<file path="src/rtl/flag_alu_pkg.sv">
package flag_alu_pkg;

  typedef enum logic [3:0] {
    OP_MOV  = 4'd0,
    OP_ADD  = 4'd1,
    OP_ADDC = 4'd2,
    OP_SUBC = 4'd3,
    OP_SUB  = 4'd4,
    OP_CMP  = 4'd5,
    OP_DADD = 4'd6,
    OP_BIT  = 4'd7,
    OP_BIC  = 4'd8,
    OP_BIS  = 4'd9,
    OP_XOR  = 4'd10,
    OP_AND  = 4'd11,
    OP_RRC  = 4'd12,
    OP_RRA  = 4'd13,
    OP_SWPB = 4'd14,
    OP_SXT  = 4'd15
  } alu_op_e;

  localparam int FLAG_C = 0;
  localparam int FLAG_Z = 1;
  localparam int FLAG_N = 2;
  localparam int FLAG_V = 8;

endpackage

</file>
<file path="src/rtl/flag_alu_adder.sv">
// Binary adder with optional source inversion; reports carry and signed
// overflow at both the full width and the half (byte) width.
module flag_alu_adder #(
  parameter int W = 16
) (
  input  logic [W-1:0] a,
  input  logic [W-1:0] b,
  input  logic         invert_b,
  input  logic         cin,
  output logic [W-1:0] sum,
  output logic         co_full,
  output logic         co_half,
  output logic         ovf_full,
  output logic         ovf_half
);
  localparam int H  = W / 2;
  localparam int WP = W + 1;

  logic [W-1:0] bx;

  always_comb begin
    bx = invert_b ? ~b : b;
    {co_full, sum} = {1'b0, a} + {1'b0, bx} + WP'(cin);
    // carry into bit H recovered from the sum bit and the two addend bits
    co_half  = sum[H] ^ a[H] ^ bx[H];
    ovf_full = (a[W-1] == bx[W-1]) && (sum[W-1] != a[W-1]);
    ovf_half = (a[H-1] == bx[H-1]) && (sum[H-1] != a[H-1]);
  end
endmodule

</file>
<file path="src/rtl/flag_alu_bcd.sv">
// Packed-decimal adder: one corrected digit stage per nibble, carry rippled.
module flag_alu_bcd #(
  parameter int W = 16
) (
  input  logic [W-1:0] a,
  input  logic [W-1:0] b,
  input  logic         cin,
  output logic [W-1:0] sum,
  output logic         co_full,
  output logic         co_half
);
  localparam int ND = W / 4;

  logic [ND:0] dc;

  assign dc[0] = cin;

  for (genvar d = 0; d < ND; d++) begin : g_digit
    logic [4:0] raw;
    logic       fix;
    assign raw = {1'b0, a[4*d +: 4]} + {1'b0, b[4*d +: 4]} + 5'(dc[d]);
    assign fix = raw > 5'd9;
    assign sum[4*d +: 4] = fix ? (raw[3:0] + 4'd6) : raw[3:0];
    assign dc[d+1] = fix;
  end

  assign co_full = dc[ND];
  assign co_half = dc[ND/2];
endmodule

</file>
<file path="src/rtl/flag_alu_logic.sv">
// Bitwise, move, rotate and byte-rearranging operations.
module flag_alu_logic
  import flag_alu_pkg::*;
#(
  parameter int W = 16
) (
  input  alu_op_e      op,
  input  logic         byte_mode,
  input  logic         cin,
  input  logic [W-1:0] src,
  input  logic [W-1:0] dst,
  output logic [W-1:0] res
);
  localparam int H = W / 2;

  always_comb begin
    res = '0;
    unique case (op)
      OP_MOV:         res = src;
      OP_AND, OP_BIT: res = src & dst;
      OP_BIC:         res = ~src & dst;
      OP_BIS:         res = src | dst;
      OP_XOR:         res = src ^ dst;
      OP_SWPB:        res = {dst[H-1:0], dst[W-1:H]};
      OP_SXT:         res = {{H{dst[H-1]}}, dst[H-1:0]};
      OP_RRA: begin
        if (byte_mode) res = {{H{1'b0}}, dst[H-1], dst[H-1:1]};
        else           res = {dst[W-1], dst[W-1:1]};
      end
      OP_RRC: begin
        if (byte_mode) res = {{H{1'b0}}, cin, dst[H-1:1]};
        else           res = {cin, dst[W-1:1]};
      end
      default:        res = '0;
    endcase
  end
endmodule

</file>
<file path="src/rtl/flag_alu.sv">
module flag_alu
  import flag_alu_pkg::*;
#(
  parameter int W = 16
) (
  input  logic         clk,
  input  logic         rst_n,
  input  logic         op_valid,
  input  logic [3:0]   op_code,
  input  logic         byte_mode,
  input  logic         dst_is_reg,
  input  logic [W-1:0] src_val,
  input  logic [W-1:0] dst_val,
  input  logic         sr_load,
  input  logic [W-1:0] sr_wdata,
  output logic [W-1:0] result,
  output logic         result_we,
  output logic [W-1:0] status
);
  localparam int H = W / 2;

  // ---------------- reset release synchronizer ----------------
  logic [1:0] rst_pipe;
  logic       rst_sync_n;

  always_ff @(posedge clk or negedge rst_n) begin
    if (!rst_n) rst_pipe <= 2'b00;
    else        rst_pipe <= {rst_pipe[0], 1'b1};
  end
  assign rst_sync_n = rst_pipe[1];

  // ---------------- decode ----------------
  alu_op_e op;
  logic    c_old;
  logic    is_arith, is_sub, add_cin, word_only, eff_byte;

  always_comb begin
    op        = alu_op_e'(op_code);
    c_old     = status[FLAG_C];
    is_arith  = op inside {OP_ADD, OP_ADDC, OP_SUB, OP_SUBC, OP_CMP};
    is_sub    = op inside {OP_SUB, OP_SUBC, OP_CMP};
    word_only = op inside {OP_SWPB, OP_SXT};
    eff_byte  = byte_mode && !word_only;
    unique case (op)
      OP_ADD:              add_cin = 1'b0;
      OP_ADDC, OP_SUBC:    add_cin = c_old;
      default:             add_cin = 1'b1;
    endcase
  end

  // ---------------- datapath units ----------------
  logic [W-1:0] add_sum, bcd_sum, lg_res;
  logic         add_co_f, add_co_h, add_v_f, add_v_h, bcd_co_f, bcd_co_h;

  flag_alu_adder #(.W(W)) u_adder (
    .a(dst_val), .b(src_val), .invert_b(is_sub), .cin(add_cin),
    .sum(add_sum), .co_full(add_co_f), .co_half(add_co_h),
    .ovf_full(add_v_f), .ovf_half(add_v_h)
  );

  flag_alu_bcd #(.W(W)) u_bcd (
    .a(dst_val), .b(src_val), .cin(c_old),
    .sum(bcd_sum), .co_full(bcd_co_f), .co_half(bcd_co_h)
  );

  flag_alu_logic #(.W(W)) u_logic (
    .op(op), .byte_mode(eff_byte), .cin(c_old),
    .src(src_val), .dst(dst_val), .res(lg_res)
  );

  // ---------------- result shaping and flags ----------------
  logic [W-1:0] raw_res, shaped;
  logic         res_msb, res_zero;
  logic         fl_upd, c_new, v_new;

  always_comb begin
    if (is_arith)          raw_res = add_sum;
    else if (op == OP_DADD) raw_res = bcd_sum;
    else                   raw_res = lg_res;

    if (eff_byte) begin
      res_msb  = raw_res[H-1];
      res_zero = (raw_res[H-1:0] == '0);
      shaped   = {(dst_is_reg ? {H{1'b0}} : dst_val[W-1:H]), raw_res[H-1:0]};
    end else begin
      res_msb  = raw_res[W-1];
      res_zero = (raw_res == '0);
      shaped   = raw_res;
    end

    fl_upd = 1'b1;
    c_new  = c_old;
    v_new  = 1'b0;
    unique case (op)
      OP_ADD, OP_ADDC, OP_SUB, OP_SUBC, OP_CMP: begin
        c_new = eff_byte ? add_co_h : add_co_f;
        v_new = eff_byte ? add_v_h  : add_v_f;
      end
      OP_DADD:                        c_new = eff_byte ? bcd_co_h : bcd_co_f;
      OP_AND, OP_BIT, OP_XOR, OP_SXT: c_new = !res_zero;
      OP_RRA, OP_RRC:                 c_new = dst_val[0];
      default:                        fl_upd = 1'b0;
    endcase
  end

  // ---------------- next state ----------------
  logic [W-1:0] nx_result, nx_status;
  logic         nx_we, res_en, sr_en;

  always_comb begin
    nx_result = shaped;
    nx_we     = op_valid && !(op inside {OP_CMP, OP_BIT});
    res_en    = op_valid;
    sr_en     = sr_load || (op_valid && fl_upd);
    nx_status = status;
    if (op_valid && fl_upd) begin
      nx_status[FLAG_C] = c_new;
      nx_status[FLAG_Z] = res_zero;
      nx_status[FLAG_N] = res_msb;
      nx_status[FLAG_V] = v_new;
    end
    if (sr_load) nx_status = sr_wdata;
  end

  // ---------------- registers ----------------
  always_ff @(posedge clk or negedge rst_sync_n) begin
    if (!rst_sync_n) begin
      result    <= '0;
      result_we <= 1'b0;
      status    <= '0;
    end else begin
      if (res_en) result <= nx_result;
      result_we <= nx_we;
      if (sr_en)  status <= nx_status;
    end
  end

  // ---------------- assertions ----------------
  // compare and bit test never request a write
  a_r5_no_writeback: assert property (@(posedge clk) disable iff (!rst_sync_n)
    op_valid && (op == OP_CMP || op == OP_BIT) |=> !result_we);

  // control bits move only through a load
  a_r11_ctrl_bits_kept: assert property (@(posedge clk) disable iff (!rst_sync_n)
    !sr_load |=> (status[7:3] == $past(status[7:3])) &&
                 (status[W-1:9] == $past(status[W-1:9])));

  // flag-neutral operations leave the whole status word alone
  a_r7_flags_frozen: assert property (@(posedge clk) disable iff (!rst_sync_n)
    op_valid && !sr_load && (op inside {OP_MOV, OP_SWPB, OP_BIC, OP_BIS})
    |=> $stable(status));

  // byte result to a register has a clear upper byte
  a_r8_reg_upper_clear: assert property (@(posedge clk) disable iff (!rst_sync_n)
    op_valid && byte_mode && dst_is_reg && !(op inside {OP_SWPB, OP_SXT})
    |=> result[W-1:H] == '0);

  // N and Z agree with the registered word result of arithmetic
  a_r3_nz_match: assert property (@(posedge clk) disable iff (!rst_sync_n)
    op_valid && !sr_load && !byte_mode && (op inside {OP_ADD, OP_ADDC, OP_SUB, OP_SUBC, OP_CMP})
    |=> (status[FLAG_Z] == (result == '0)) && (status[FLAG_N] == result[W-1]));

  // idle cycles hold everything
  a_r12_idle_hold: assert property (@(posedge clk) disable iff (!rst_sync_n)
    !op_valid && !sr_load |=> $stable(status) && $stable(result) && !result_we);

endmodule

</file>
<file path="config.mk">
export PLATFORM = sky130hd
export DESIGN_NAME = flag_alu
export DESIGN_NICKNAME = d
export VERILOG_FILES = /design/src/rtl/flag_alu_pkg.sv /design/src/rtl/flag_alu_adder.sv /design/src/rtl/flag_alu_bcd.sv /design/src/rtl/flag_alu_logic.sv /design/src/rtl/flag_alu.sv
export SDC_FILE = /design/constraint.sdc
export NUM_CORES = 1
export LEC_CHECK = 0
export ABC_CLOCK_PERIOD_IN_PS = 1900
export BUFFER_PORTS_ARGS = -buffer_cell sky130_fd_sc_hd__buf_2
export CORE_MARGIN = 8
export CORE_UTILIZATION = 35
export DETAILED_ROUTE_END_ITERATION = 8
export HOLD_SLACK_MARGIN = 0.1
export PLACE_DENSITY = 0.62
export SYNTH_ARGS = -nofsm -noshare
export SYNTH_HDL_FRONTEND = slang
export SYNTH_SLANG_ARGS = --single-unit
</file>
<file path="constraint.sdc">
create_clock -name clk -period 1.9 [get_ports clk]
set_input_delay 0.19 -clock clk [delete_from_list [all_inputs] [get_ports clk]]
set_output_delay 0.19 -clock clk [all_outputs]
set_load 0.03 [all_outputs]
</file>
Yosys cells after proc, flatten, opt, wreduce, memory -nomap -nowiden

Cells that the tools add are included.

Register bits after elaboration: 35
Bits of input ports: 58

$add $sub $neg: 14
Order comparisons: 4
Equality and inequality tests: 19
Multiplexer cells: 24
Bitwise operators: 7
Reduce and logical (&&, ||, !) cells: 27

Operators by type and width:

| operator                                                             | number |
|---|---|
| 16-bit case mux with 9 select lines                                  | 1 |
| 16-bit two-way mux                                                   | 6 |
| 16-bit bitwise AND                                                   | 2 |
| 4-bit == test, second input constant                                 | 8 |
| 4-bit by 4-bit adder with 5-bit output                               | 4 |
| 5-bit by 1-bit adder with 5-bit output                               | 4 |
| 5-bit by 4-bit > comparator with 1-bit output, second input constant | 4 |
| 16-bit by 16-bit adder with 17-bit output                            | 1 |
| 17-bit by 1-bit adder with 17-bit output                             | 1 |
| 4-bit by 3-bit adder with 4-bit output, second input constant        | 4 |
| 4-bit by 3-bit == test with 1-bit output, second input constant      | 4 |
| 16-bit zero test                                                     | 1 |
| 4-bit two-way mux                                                    | 4 |
| 16-bit NOT                                                           | 1 |
| 16-bit OR                                                            | 1 |
| 16-bit bitwise XOR                                                   | 1 |
| 12-bit OR reduction                                                  | 1 |
| 5-bit nonzero test                                                   | 2 |
| 9-bit two-way mux                                                    | 1 |
| 4-bit by 2-bit == test with 1-bit output, second input constant      | 2 |
| 8-bit zero test                                                      | 1 |
| 1-bit two-way mux                                                    | 8 |
| 8-bit two-way mux                                                    | 1 |
| 2-bit nonzero test                                                   | 3 |
| other kinds (17)                                                     | 29 |

Logic depth before layout (Yosys ltp)

Word-level depth: 18
Gate-level depth with buffers: 39
Mapped depth without buffers: 39

Modules after synthesis

From an unflattened synthesis, not the netlist that was laid out.

Cell total of the unflattened synthesis: 674
Area total of the unflattened synthesis: 5485.3 µm²

By module, submodules not included:

| module         | times used | cells an instance | area each (µm²) | sequential area each (µm²) |
|---|---|---|---|---|
| flag_alu       | 1          | 222               | 2123.3          | 875.8 |
| flag_alu_logic | 1          | 213               | 1397.6          | 0.0 |
| flag_alu_adder | 1          | 134               | 1043.5          | 0.0 |
| flag_alu_bcd   | 1          | 105               | 920.9           | 0.0 |

Worst setup path after synthesis

Ideal clock, no wire load.

Path type: reg2reg
From: reg status[0]
To: reg status[0]
Arrival: 8233 ps
Data required time: 1771 ps
Setup slack: -6462 ps
Cell stages (with the launch flop): 38
Buffers on the path: 0
Path through: dfrtp_1 > fa_1 > fa_1 > xnor2_1 > ha_1 > a32oi_1 > a311oi_4 > inv_1 > fa_1 > fa_1 > xnor2_1 > ha_1 > nor2b_1 > a31oi_1 > a31oi_4 > fa_1 > inv_1 > fa_1 > [2 not listed] > a21boi_0 > mux2i_1 > o21ai_0 > inv_1 > fa_1 > inv_1 > fa_1 > xor2_1 > inv_1 > ha_1 > nand2_1 > nand3_1 > mux2i_1 > or4_4 > a221oi_2 > nand4_1 > a2111oi_2 > nor2_1

Word-level cells in the longest chain between the ends: 17

Ends and longest elaborated chain:

| item                                                                                                           | line                                   | source |
|---|---|---|
| from (decl)                                                                                                    | flag_alu.sv:18                         | `output logic [W-1:0] status` |
| from (signal assigned)                                                                                         | flag_alu.sv:134                        | `if (sr_en) status <= nx_status;` |
| 5-bit by 1-bit adder with 5-bit output                                                                         | flag_alu_bcd.sv:21                     | `assign raw = {1'b0, a[4*d +: 4]} + {1'b0, b[4*d +: 4]} + 5'(dc[d]);` |
| 5-bit by 4-bit > comparator with 1-bit output                                                                  | flag_alu_bcd.sv:22                     | `assign fix = raw > 5'd9;` |
| 5-bit by 1-bit adder with 5-bit output                                                                         | flag_alu_bcd.sv:21                     |  |
| 5-bit by 4-bit > comparator with 1-bit output                                                                  | flag_alu_bcd.sv:22                     |  |
| 5-bit by 1-bit adder with 5-bit output                                                                         | flag_alu_bcd.sv:21                     |  |
| 5-bit by 4-bit > comparator with 1-bit output                                                                  | flag_alu_bcd.sv:22                     |  |
| 5-bit by 1-bit adder with 5-bit output                                                                         | flag_alu_bcd.sv:21                     |  |
| 4-bit by 3-bit adder with 4-bit output / 5-bit by 4-bit > comparator with 1-bit output (equally long branches) | flag_alu_bcd.sv:23, flag_alu_bcd.sv:22 |  |
| 4-bit two-way mux                                                                                              | flag_alu_bcd.sv:23                     | `assign sum[4*d +: 4] = fix ? (raw[3:0] + 4'd6) : raw[3:0];` |
| 16-bit two-way mux                                                                                             | flag_alu.sv:78                         | `else if (op == OP_DADD) raw_res = bcd_sum;` |
| 16-bit two-way mux                                                                                             | flag_alu.sv:77                         | `if (is_arith) raw_res = add_sum;` |
| 16-bit zero test                                                                                               | flag_alu.sv:87                         | `res_zero = (raw_res == '0);` |
| 1-bit two-way mux                                                                                              | flag_alu.sv:81                         | `if (eff_byte) begin` |
| 1-bit zero test                                                                                                | flag_alu.sv:100                        | `OP_AND, OP_BIT, OP_XOR, OP_SXT: c_new = !res_zero;` |
| 1-bit case mux with 4 select lines *                                                                           | flag_alu.sv:94                         | `unique case (op)` |
| 3-bit two-way mux *                                                                                            | flag_alu.sv:116                        | `if (op_valid && fl_upd) begin` |
| 9-bit two-way mux *                                                                                            | flag_alu.sv:122                        | `if (sr_load) nx_status = sr_wdata;` |

Mark *: on every way between the ends. The rest lies on a longest branch, timed or not. The select of a mux whose other input is x is not followed.
A chain may end at the register's enable or synchronous reset.

Worst setup path after layout

Same ends and word-level chain as after synthesis.

==> results.txt <==
Synth warn: 0
Nets: 1152
Drt initial violations: 615
Routed wire length: 24500 um
P_sw: 2.37 mW
H-tree levels: 2
Failing checks: setup timing
Clock share of power: 0.161
Post-synthesis area per instance: 7.77 um^2
Internal Power: 3.45 mW
Pwr per Cell Area: 655 nW/um^2
TritonCTS clock tree: built
Total power: 5.82 mW
Share of cells above drive strength 1: 0.483
DRC: 0
Syn_nets: 819
Final ANT Viol Nets: 0
Worst VDD drop: 0.402 mV
Max-Cap Viols: 0
Leading register cell type out of synthesis: dfrtp_1
CP max stage delay: 0.57 ns
Outcome: finished, violations left
Register area share after synthesis: 0.161
Top cells by area, synth: dfrtp_1, ha_1, a21oi_1
Final core occ: 0.585
RePlAce Congestion: 0.970
I/O pin total: 91
Clock-pin slew on the worst setup and hold paths: 0.06 ns
Initial antenna violation count: 0
CP Max Fanout: 3
Final hold vios: 0
Critical Path Most Common Cell: fa_2
P&R area growth vs syn: 63.0%
Leak: 4.18 nW
Dpl cells: 1177
Most frequent cells after synthesis: a21oi_1, nand2_1, inv_1
WP data arrival: 8.19 ns
Comb pwr share: 0.684
Clk buf depth: 2
Worst setup SP type: register
Setup tns final: -72.93 ns
Die Ht: 141 um
Critical path class: register to register
Die Wd: 141 um
Sw frac: 0.407
Design area: 8890 um^2
RSZ-0062 raised after global routing: yes
Fmax: 124 MHz
Mapped Area: 5460 um^2
Yosys top cell by area: dfrtp_1
Core Area: 15200 um^2
Min-delay worst type: primary input to register
Seq cells post-synth: 35
Post-synth EDFFs: 0
GR Overflow Total: 0
Total track usage: 0.244
Vias/cell: 5.71
Clock tree root driver cell: clkbuf_16
Initial core utilization: 0.359
CP required: 2.06 ns
Final WS setup: -6.13 ns
Most numerous cell in the Yosys netlist: a21oi_1
Post-Synthesis Cells: 702
Pin count of the biggest net entering global routing: 55
Crit end category: register
Slew headroom: 0.355
Worst slew pin tran: 0.943 ns
CP max-delay cell: fa_2
Total inserted antenna cells: 0
Standard-cell row count: 45
Async set-reset flop share out of synthesis: 1.00
First-pass GRT wire length: 38500 um
Clk sinks: 35
I/O Buffers: 90
DP HPWL: 19400 um
Period utilisation layout: 4.23
DR pass1 iterations: 6
Max Slew Vio Count: 0
DR vias: 6984
Clock skew: 0.00439 ns
Sequential group share of total power: 0.155
Setup-failing EPs final: 20
CTS Buf Count: 5
Avg WL per Cell: 20.0 um
Post-synth top area share: 0.161
Vias in the first global route: 7008
Synth unique cells: 88
Tmin final: 8.03 ns
Non-filler instance count after layout: 1224
Dpl cell area: 8020 um^2
Worst skew pair latency: 0.28 ns
Die ar.: 19800 um^2
==> metal layers <==
metal / GRT usage / routed length, um / vias to the layer above
li1: - / - / 3265
met4: 0.118 / 1220 / 0
met3: 0.0321 / 1590 / 76
met2: 0.410 / 11700 / 308
met1: 0.302 / 9980 / 3335
met5: 0 / 0 / -
==> layout by cell type (no fill, tap or decap), types with 17 or more instances in the layout <==
| cell | synthesis | final |
|---|---|---|
| a21oi_1 | 67 | 51 |
| buf_2 | 12 | 88 |
| buf_4 | 1 | 254 |
| dfrtp_1 | 35 | 35 |
| ha_1 | 49 | 42 |
| inv_1 | 51 | 41 |
| nand2_1 | 54 | 52 |
| nor2_1 | 48 | 45 |
| nor3_1 | 20 | 18 |
| o21ai_0 | 42 | 33 |
| xnor2_1 | 26 | 17 |
==> critical path: cells and delay by family, from the launching register on <==
kind,cells,cell delay [ns]
fa+ha+maj,12,3.90
xor+xnor,1,0.18
flops,1,0.42
mux,2,0.24
simple gates,8,1.11
buf+inv,8,0.58
compound gates,8,1.46
==> per-stage QoR <==
| step | hold WS (ns) | setup WS, ns |
|---|---|---|
| 3_3_place_gp | -0.0255 | -6.04 |
| 5_1_grt | 0.138 | -6.45 |
| 6_report | 0.127 | -6.13 |
| 2_1_floorplan | -0.106 | -5.96 |
| 3_5_place_dp | -0.0236 | -6.18 |
| 4_1_cts | 0.124 | -6.15 |
==> area by class of cell <==
cell class,count,area [um^2]
fillers,1366,6310
multi-input cells,579,4820
repair buffers,362,2600
flip-flops and latches,35,876
well taps,188,235
inverters,52,200
clock buffers,5,125
clock inverters,3,43.8
==> state kept, by name (all words and copies together), names as in the netlist <==
register / flops
result: 16
status: 16
result_we: 1
rst_pipe: 2
==> worst paths after layout <==
path / from / end / slack [ns] / cells after the start
max in group asynchronous: rst_pipe[1]$_DFF_PN0_ / result[14]$_DFFE_PN0P_ / 1.32 / 1
max reg2reg: status[0]$_DFFE_PN0P_ / status[0]$_DFFE_PN0P_ / -6.13 / 39
min reg2reg: rst_pipe[1]$_DFF_PN0_ / result[3]$_DFFE_PN0P_ / 0.27 / 1
min: sr_wdata[8] / status[8]$_DFFE_PN0P_ / 0.13 / 3
min in group asynchronous: rst_n / rst_pipe[0]$_DFF_PN0_ / 0.23 / 2
max: status[0]$_DFFE_PN0P_ / status[0]$_DFFE_PN0P_ / -6.13 / 39
==> power by group through the flow <==
stage	registers, mW	clock network (mW)	logic [mW]
2_1_floorplan	1.12	0	1.70
3_3_place_gp	0.911	0	3.27
3_5_place_dp	0.913	0	3.33
4_1_cts	0.903	0.945	3.74
5_1_grt	0.916	0.983	4.26
6_report	0.904	0.936	3.98
==> logic make-up (layout without fill, tap and decap cells) <==
kind of cell             Yosys count  count (layout)  share of synthesized area
buffers and inverters             88             422                     0.0656
multiplexers                      35              35                     0.0688
XOR/XNOR                          34              34                     0.0571
adder cells (fa/ha/maj)           59              59                      0.149
other                              1               1                   0.000687
AO/OA/AOI/OAI                    235             235                      0.293
AND/OR/NAND/NOR                  215             215                      0.205
flip-flops                        35              35                      0.161
==> what timing repair did <==
item | CTS | global route
buffers inserted | 33 | 9
hold buffers | 1 | 0
endpoints found under the hold margin | 2 | 0
setup endpoints to repair | 20 | 20
pin swaps | 40 | 16
gates cloned | 0 | 0
gates resized for setup | 65 | 24
(Power assumes the default switching activity.)
